File: src/rtl/chg_pkg.sv
package chg_pkg;

  typedef enum logic [2:0] {
    MODE_IDLE    = 3'd0,
    MODE_TRICKLE = 3'd1,
    MODE_CC      = 3'd2,
    MODE_CV      = 3'd3,
    MODE_DONE    = 3'd4
  } chg_mode_e;

  typedef struct packed {
    logic lock;      // above undervoltage lockout
    logic eoc_rst;   // above end-of-charge reset level
    logic eoc_qual;  // above end-of-charge qualify level
    logic cv;        // at constant-voltage level
  } bat_flags_t;

  // Phase sequencing: presence first, then lockout, then processor park,
  // then the hardware charge ladder.
  function automatic chg_mode_e next_mode(
    input chg_mode_e  cur,
    input logic       present,
    input bat_flags_t bat,
    input logic       sns_above_term,
    input logic       proc_mode
  );
    chg_mode_e nxt;
    nxt = cur;
    if (!present) begin
      nxt = MODE_IDLE;
    end else if (!bat.lock) begin
      nxt = MODE_TRICKLE;
    end else if (proc_mode) begin
      nxt = MODE_IDLE;
    end else begin
      unique case (cur)
        MODE_IDLE, MODE_TRICKLE: nxt = MODE_CC;
        MODE_CC:   nxt = bat.cv ? MODE_CV : MODE_CC;
        MODE_CV:   nxt = (bat.eoc_qual && !sns_above_term) ? MODE_DONE : MODE_CV;
        MODE_DONE: nxt = bat.eoc_rst ? MODE_DONE : MODE_CC;
        default:   nxt = MODE_IDLE;
      endcase
    end
    return nxt;
  endfunction

  // Gate level: 1 keeps the pass device off.
  function automatic logic gate_level(
    input chg_mode_e cur,
    input logic      proc_mode,
    input logic      proc_gate
  );
    logic g;
    if (cur == MODE_TRICKLE)   g = 1'b0;
    else if (proc_mode)        g = proc_gate;
    else if (cur == MODE_CC || cur == MODE_CV) g = 1'b0;
    else                       g = 1'b1;
    return g;
  endfunction

  function automatic logic full_limit(input chg_mode_e cur, input logic present);
    return present && (cur != MODE_TRICKLE);
  endfunction

endpackage

File: src/rtl/chg_presence.sv
module chg_presence #(
  parameter int OFF_DLY = 8
) (
  input  logic clk,
  input  logic rst_n,
  input  logic adp_attach,
  input  logic adp_hold,
  output logic present,
  output logic drop_evt
);
  localparam int CW = (OFF_DLY < 2) ? 1 : $clog2(OFF_DLY);
  localparam logic [CW-1:0] LAST = CW'(OFF_DLY - 1);

  logic [CW-1:0] low_cnt;
  logic          on_q;

  assign drop_evt = on_q && !adp_hold && (low_cnt == LAST);
  assign present  = on_q;

  always_ff @(posedge clk or negedge rst_n) begin
    if (!rst_n) begin
      on_q    <= 1'b0;
      low_cnt <= '0;
    end else if (!on_q) begin
      low_cnt <= '0;
      if (adp_attach) on_q <= 1'b1;
    end else if (adp_hold) begin
      low_cnt <= '0;
    end else if (drop_evt) begin
      on_q    <= 1'b0;
      low_cnt <= '0;
    end else begin
      low_cnt <= low_cnt + 1'b1;
    end
  end
endmodule

File: src/rtl/chg_seq.sv
module chg_seq
  import chg_pkg::*;
(
  input  logic       clk,
  input  logic       rst_n,
  input  logic       present,
  input  bat_flags_t bat,
  input  logic       sns_above_term,
  input  logic       proc_mode,
  output chg_mode_e  mode,
  output logic       done_entry
);
  chg_mode_e mode_q;
  chg_mode_e mode_d;

  always_comb begin
    mode_d = next_mode(mode_q, present, bat, sns_above_term, proc_mode);
  end

  assign done_entry = (mode_d == MODE_DONE) && (mode_q != MODE_DONE);
  assign mode       = mode_q;

  always_ff @(posedge clk or negedge rst_n) begin
    if (!rst_n) mode_q <= MODE_IDLE;
    else        mode_q <= mode_d;
  end
endmodule

File: src/rtl/chg_outdec.sv
module chg_outdec
  import chg_pkg::*;
(
  input  chg_mode_e mode,
  input  logic      present,
  input  logic      bat_lock,
  input  logic      proc_mode,
  input  logic      proc_gate,
  output logic      chg_det,
  output logic      eoc,
  output logic      gate_drv,
  output logic      ilim_full
);
  always_comb begin
    chg_det   = present && bat_lock;
    eoc       = (mode == MODE_DONE);
    gate_drv  = gate_level(mode, proc_mode, proc_gate);
    ilim_full = full_limit(mode, present);
  end
endmodule

File: src/rtl/chg_mode_ctrl.sv
module chg_mode_ctrl
  import chg_pkg::*;
#(
  parameter int OFF_DLY = 8
) (
  input  logic       clk,
  input  logic       rst_n,
  input  logic       adp_attach,
  input  logic       adp_hold,
  input  logic       bat_lock,
  input  logic       bat_eoc_rst,
  input  logic       bat_eoc_qual,
  input  logic       bat_cv,
  input  logic       sns_above_term,
  input  logic       proc_mode,
  input  logic       proc_gate,
  output logic       chg_det,
  output logic       eoc,
  output logic       gate_drv,
  output logic       ilim_full,
  output logic [2:0] mode
);
  logic       present_w;
  logic       drop_w;
  logic       done_entry_w;
  bat_flags_t bat_w;
  chg_mode_e  mode_w;

  assign bat_w = '{lock: bat_lock, eoc_rst: bat_eoc_rst,
                   eoc_qual: bat_eoc_qual, cv: bat_cv};

  chg_presence #(.OFF_DLY(OFF_DLY)) u_pres (
    .clk        (clk),
    .rst_n      (rst_n),
    .adp_attach (adp_attach),
    .adp_hold   (adp_hold),
    .present    (present_w),
    .drop_evt   (drop_w)
  );

  chg_seq u_seq (
    .clk            (clk),
    .rst_n          (rst_n),
    .present        (present_w),
    .bat            (bat_w),
    .sns_above_term (sns_above_term),
    .proc_mode      (proc_mode),
    .mode           (mode_w),
    .done_entry     (done_entry_w)
  );

  chg_outdec u_out (
    .mode      (mode_w),
    .present   (present_w),
    .bat_lock  (bat_lock),
    .proc_mode (proc_mode),
    .proc_gate (proc_gate),
    .chg_det   (chg_det),
    .eoc       (eoc),
    .gate_drv  (gate_drv),
    .ilim_full (ilim_full)
  );

  assign mode = mode_w;
endmodule

File: config.mk
export PLATFORM = sky130hd
export DESIGN_NAME = chg_mode_ctrl
export DESIGN_NICKNAME = d
export VERILOG_FILES = /design/src/rtl/chg_pkg.sv /design/src/rtl/chg_presence.sv /design/src/rtl/chg_seq.sv /design/src/rtl/chg_outdec.sv /design/src/rtl/chg_mode_ctrl.sv
export SDC_FILE = /design/constraint.sdc
export NUM_CORES = 1
export LEC_CHECK = 0
export ABC_AREA = 1
export BUFFER_PORTS_ARGS = -buffer_cell sky130_fd_sc_hd__buf_2
export CAP_MARGIN = 30
export CORE_AREA = 2 2 39 41
export CTS_CLUSTER_SIZE = 20
export DETAILED_ROUTE_END_ITERATION = 10
export DIE_AREA = 0 0 41 43
export PLACE_DENSITY = 0.64
export SLEW_MARGIN = 15
export SYNTH_ARGS = -nofsm -noshare
export SYNTH_HDL_FRONTEND = slang
export SYNTH_HIERARCHICAL = 1
export SYNTH_SLANG_ARGS = --single-unit
File: constraint.sdc
create_clock -name clk -period 1.6 [get_ports clk]
set_clock_uncertainty 0.1 [all_clocks]
set_input_delay 0.48 -clock clk [delete_from_list [all_inputs] [get_ports clk]]
set_output_delay 0.48 -clock clk [all_outputs]
set_load 0.01 [all_outputs]
* Yosys cells after proc, flatten, opt, wreduce, memory -nomap -nowiden
Cells that the tools add are included.
** Storage, ports and cells
- ROM bits :: 0
- Latch bits :: 0
- Register bits :: 7
- Memories :: 0
- Output and inout bits :: 7
- RAM bits :: 0
- Input bits :: 11
** Cells by class
- Reduce and logical (&&, ||, !) cells :: 10
- Div/mod/pow operators :: 0
- Magnitude comparators :: 0
- Shifts and indexed selects :: 0
- Equality and inequality tests :: 6
- Multipliers :: 0
- Bitwise gates (word level) :: 0
- Muxes and demuxes :: 17
- $add $sub $neg :: 1
** Operators by type and width (number)
- 2-to-1 mux 3 bit :: 8
- one-hot mux 3 bit (4 select lines) :: 1
- 2-to-1 mux 1 bit :: 8
- == test 3 x 2 -> 1 bit, second input constant :: 2
- == test 3 bit, second input constant :: 2
- logical AND 1 bit :: 5
- adder 3 x 1 -> 3 bit, second input constant :: 1
- == test 3 x 1 -> 1 bit, second input constant :: 1
- zero test 3 bit :: 1
- != test 3 x 1 -> 1 bit, second input constant :: 1
- zero test 1 bit :: 2
- OR reduction 2 bit :: 1
- logical OR 1 bit :: 1

* Longest topological paths before layout
- Depth after elaboration :: 7
- Depth in mapped cells :: 7
- Depth with buffers taken out :: 7

* Cells and area by module
Netlist, hierarchy kept.
** By module, submodules not included
- chg_seq :: area an instance 221.5 um^2, cells an instance 33, seq. area each 75.1 um^2, instances 1
- chg_presence :: area an instance 187.7 um^2, cells an instance 22, seq. area each 100.1 um^2, instances 1
- chg_outdec :: area an instance 53.8 um^2, cells an instance 13, seq. area each 0.0 um^2, instances 1

* Worst setup path before layout
Ideal clock, no wire load.
- Path kind :: flip-flop to output port
- Start :: reg u_seq.mode_q[2] (netlist: u_seq/mode[2])
- End :: out ilim_full
- Arrival time :: 0.876 ns
- Stages on the path, launching flop included :: 3
- Data required time :: 1.020 ns
- Path buffers :: 0
- Path slack :: 0.144 ns
- Cell sequence :: dfrtp_1 nor2_1 a21boi_0
** On the way
- Cells in the longest elaborated chain, start to end :: 2
** RTL lines
- from (decl) :: line chg_seq.sv:13 : chg_mode_e mode_q;
- from (signal assigned) :: line chg_seq.sv:25 : else mode_q <= mode_d;
- != test 3 x 1 -> 1 bit :: line chg_pkg.sv:62 : return present && (cur != MODE_TRICKLE);
- logical AND 1 bit :: line chg_pkg.sv:62
- to (decl) :: line chg_mode_ctrl.sv:20 : output logic ilim_full,
No other way between the ends.

* Worst setup path after layout
- Start :: reg u_seq.mode_q[1] (netlist: u_seq/mode[1])
- End :: out gate_drv
** On the way
- Cells in the longest elaborated chain, start to end :: 5
- Elaborated cells on any way between the ends :: 7
- Classes of those cells :: eq/ne (3); mux (3); reduce/logical (1)
** RTL lines
- == test 3 x 2 -> 1 bit :: line chg_pkg.sv:56 : else if (cur == MODE_CC || cur == MODE_CV) g = 1'b0;
- logical OR 1 bit :: line chg_pkg.sv:56
- 2-to-1 mux 1 bit :: line chg_pkg.sv:56
- 2-to-1 mux 1 bit :: line chg_pkg.sv:55 : else if (proc_mode) g = proc_gate;
- 2-to-1 mux 1 bit * :: line chg_pkg.sv:54 : if (cur == MODE_TRICKLE) g = 1'b0;
- to (decl) :: line chg_mode_ctrl.sv:19 : output logic gate_drv,
Every way passes the cells marked *; elsewhere a longest branch is shown, timed or not.

==> flow_summary_export.csv <==
group,metric,value,unit
run_status,outcome,"finished, violations left",
run_status,violations,"setup timing",
critical_path,required,1020,ps
layout,num_antenna_cells,0,
sta,rsz0062_at_grt,"true",
grt,antenna_found_initial,0,
die,row_count,14,
die,start_util,0.327,
sta,timing.hold.ws,330,ps
clock_tree,path_clk_slew,60,ps
layout,syn2layout_area_growth,42.0,%
sta,fin_crit,1640,ps
critical_path,slowest_delay,430,ps
sta,hold_viol,0,
pwr,seqPwrFrac,0.446,
die,dieArea,1760,µm²
sta,final-setup-viol-count,1,
layout,final_nets,106,
sta,drv_slew,0,
critical_path,crit_fanout,3,
pwr,vdd_ir_drop_max,0.000424,V
critical_path,startpoint_type,"flip-flop",
sta,max_freq,610,MHz
die,dieHeight,43,µm
yosys,syn_nets,79,
die,die_w,41,µm
sta,timing.final.crit_share,1.03,
clock_tree,cts_sinks,7,
layout,drive_above_1_share,0.413,
grt,grt.overflow.total,0,
layout,fin_util,0.465,
drt,via_per_inst,4.07,
critical_path,critical_path.cell_chain,"nor2_4, nand2_1, nand2_1, nor2_1, buf_2",
drt,ant_nets,0,
critical_path,worst-setup-path-type,"flip-flop to primary output",
worst_hold_path,hp-class,"primary input to flip-flop",
sta,finalWorstSetupSlack,-40.6,ps
clock_tree,cts-root-buf,"clkbuf_4",
grt,grt.total_usage,0.113,
grt,grt_max_degree,9,
critical_path,setup.worst_path.end_class,"primary output",
yosys,synth_warnings,6,
pwr,cellPowerDensity,677,nW/µm²
drt,via_count,440,
drt,first_pass_iters,2,
pwr,p_int,318,µW
clock_tree,cts_buffer_depth,2,
pwr,clockPowerShare,0.362,
place,hpwl,655,µm
drt,drtIter0Drc,4,
pwr,power_frac_comb,0.192,
drt,wl,810,µm
run,max_cap_viol_count,0,
pwr,p_leak,0.000406,µW
layout,postLayoutCellArea,643,µm²
critical_path,cp.arrival,1060,ps
yosys,synth_area,453,µm²
critical_path,path_common_cell,"nand2_1",
yosys,syn-instance-count,66,
die,ios,18,
critical_path,slowest_stage,"dfrtp_2",
grt,grt_pass1_wl,1370,µm
place,dpl_cell_area,566,µm²
place,pre_cts_ws,69.4,ps
die,core,1380,µm²
place,gp_congestion,0.615,
sta,relSlewSlack,0.889,
clock_tree,numCtsBuffers,3,
drt,drc,0,
yosys,synth.avg_cell_area,6.86,µm²
grt,grt_pass1_vias,373,
clock_tree,htreeDepth,1,
pwr,switchingPower,117,µW
pwr,power,436,µW
clock_tree,insertion_delay,250,ps
sta,tightest_slew,166,ps
clock_tree,cts_tree,"done",
place,portBuffers,17,
pwr,swShare,0.269,
drt,wl_per_cell,7.50,µm
cell usage in the layout, fill, tap and decap left out, types with 2 or more instances in the layout:
cell and n:
ha_1 2, nor2_1 7, a21oi_2 2, buf_2 17
nand3_1 3, dfrtp_1 3, buf_4 4, nand2_2 2
nor2_2 2, inv_1 18, nand2_1 17, dfrtp_2 4
clkbuf_4 3
final timing paths:
check / endpoint / slack [ps] / depth (start not counted) / startpoint
max in group asynchronous: u_seq/mode[0] / 730 / 2 / rst_n
min in group asynchronous: u_pres/low_cnt[0] / 490 / 2 / rst_n
min reg2reg: u_pres/low_cnt[0] / 350 / 1 / u_pres/low_cnt[0]
min: u_seq/mode[0] / 330 / 2 / bat_lock
max: gate_drv / -40 / 5 / u_seq/mode[1]
max reg2reg: u_seq/mode[1] / 390 / 6 / u_seq/mode[1]
metal layers:
metal | track usage | wire [µm]
met5 | 0 | 0
met4 | 0.0400 | 0
met3 | 0.0314 | 58
met2 | 0.175 | 391
met1 | 0.143 | 360
stage by stage:
| stage | TNS, ps | cells |
|---|---|---|
| finish | -40.6 | 108 |
| global route | -211 | 108 |
| CTS | -61.2 | 107 |
| detailed placement | 0 | 100 |
| global placement | 0 | 100 |
| floorplan | 0 | 66 |
power groups by stage:
stage | clock network (µW) | logic (µW) | registers [µW]
2_1_floorplan | 0 | 39.8 | 200
3_3_place_gp | 0 | 70.5 | 199
3_5_place_dp | 0 | 71.8 | 200
4_1_cts | 165 | 82.9 | 194
5_1_grt | 177 | 98.7 | 196
6_report | 158 | 83.5 | 194
final cells by class:
type / count / area (µm²)
Inverter: 18 / 67.6
Clock inverter: 1 / 5.00
Sequential cell: 7 / 180
Fill cell: 146 / 741
Tap cell: 16 / 20.0
Timing Repair Buffer: 22 / 125
Clock buffer: 3 / 22.5
Multi-Input combinational cell: 41 / 223
worst max-delay path, delay by kind of cell (launching register included):
kind                   cells  cell delay [ps]
DFF                        1              430
buffers and inverters      1              130
and+or+nand+nor            4              240
registers in the layout (all words and copies together) (netlist names):
name / flops
u_pres/present: 1
u_seq/mode: 3
u_pres/low_cnt: 3
timing repair:
action                     CTS  global route
hold endpoints to repair     7             0
buffers inserted             2             1
gates resized for setup      4             4
pin swaps                    1             1
hold buffers                 1             0
setup endpoints to repair    3             3
Note: power is estimated with default switching activity, not from simulation.
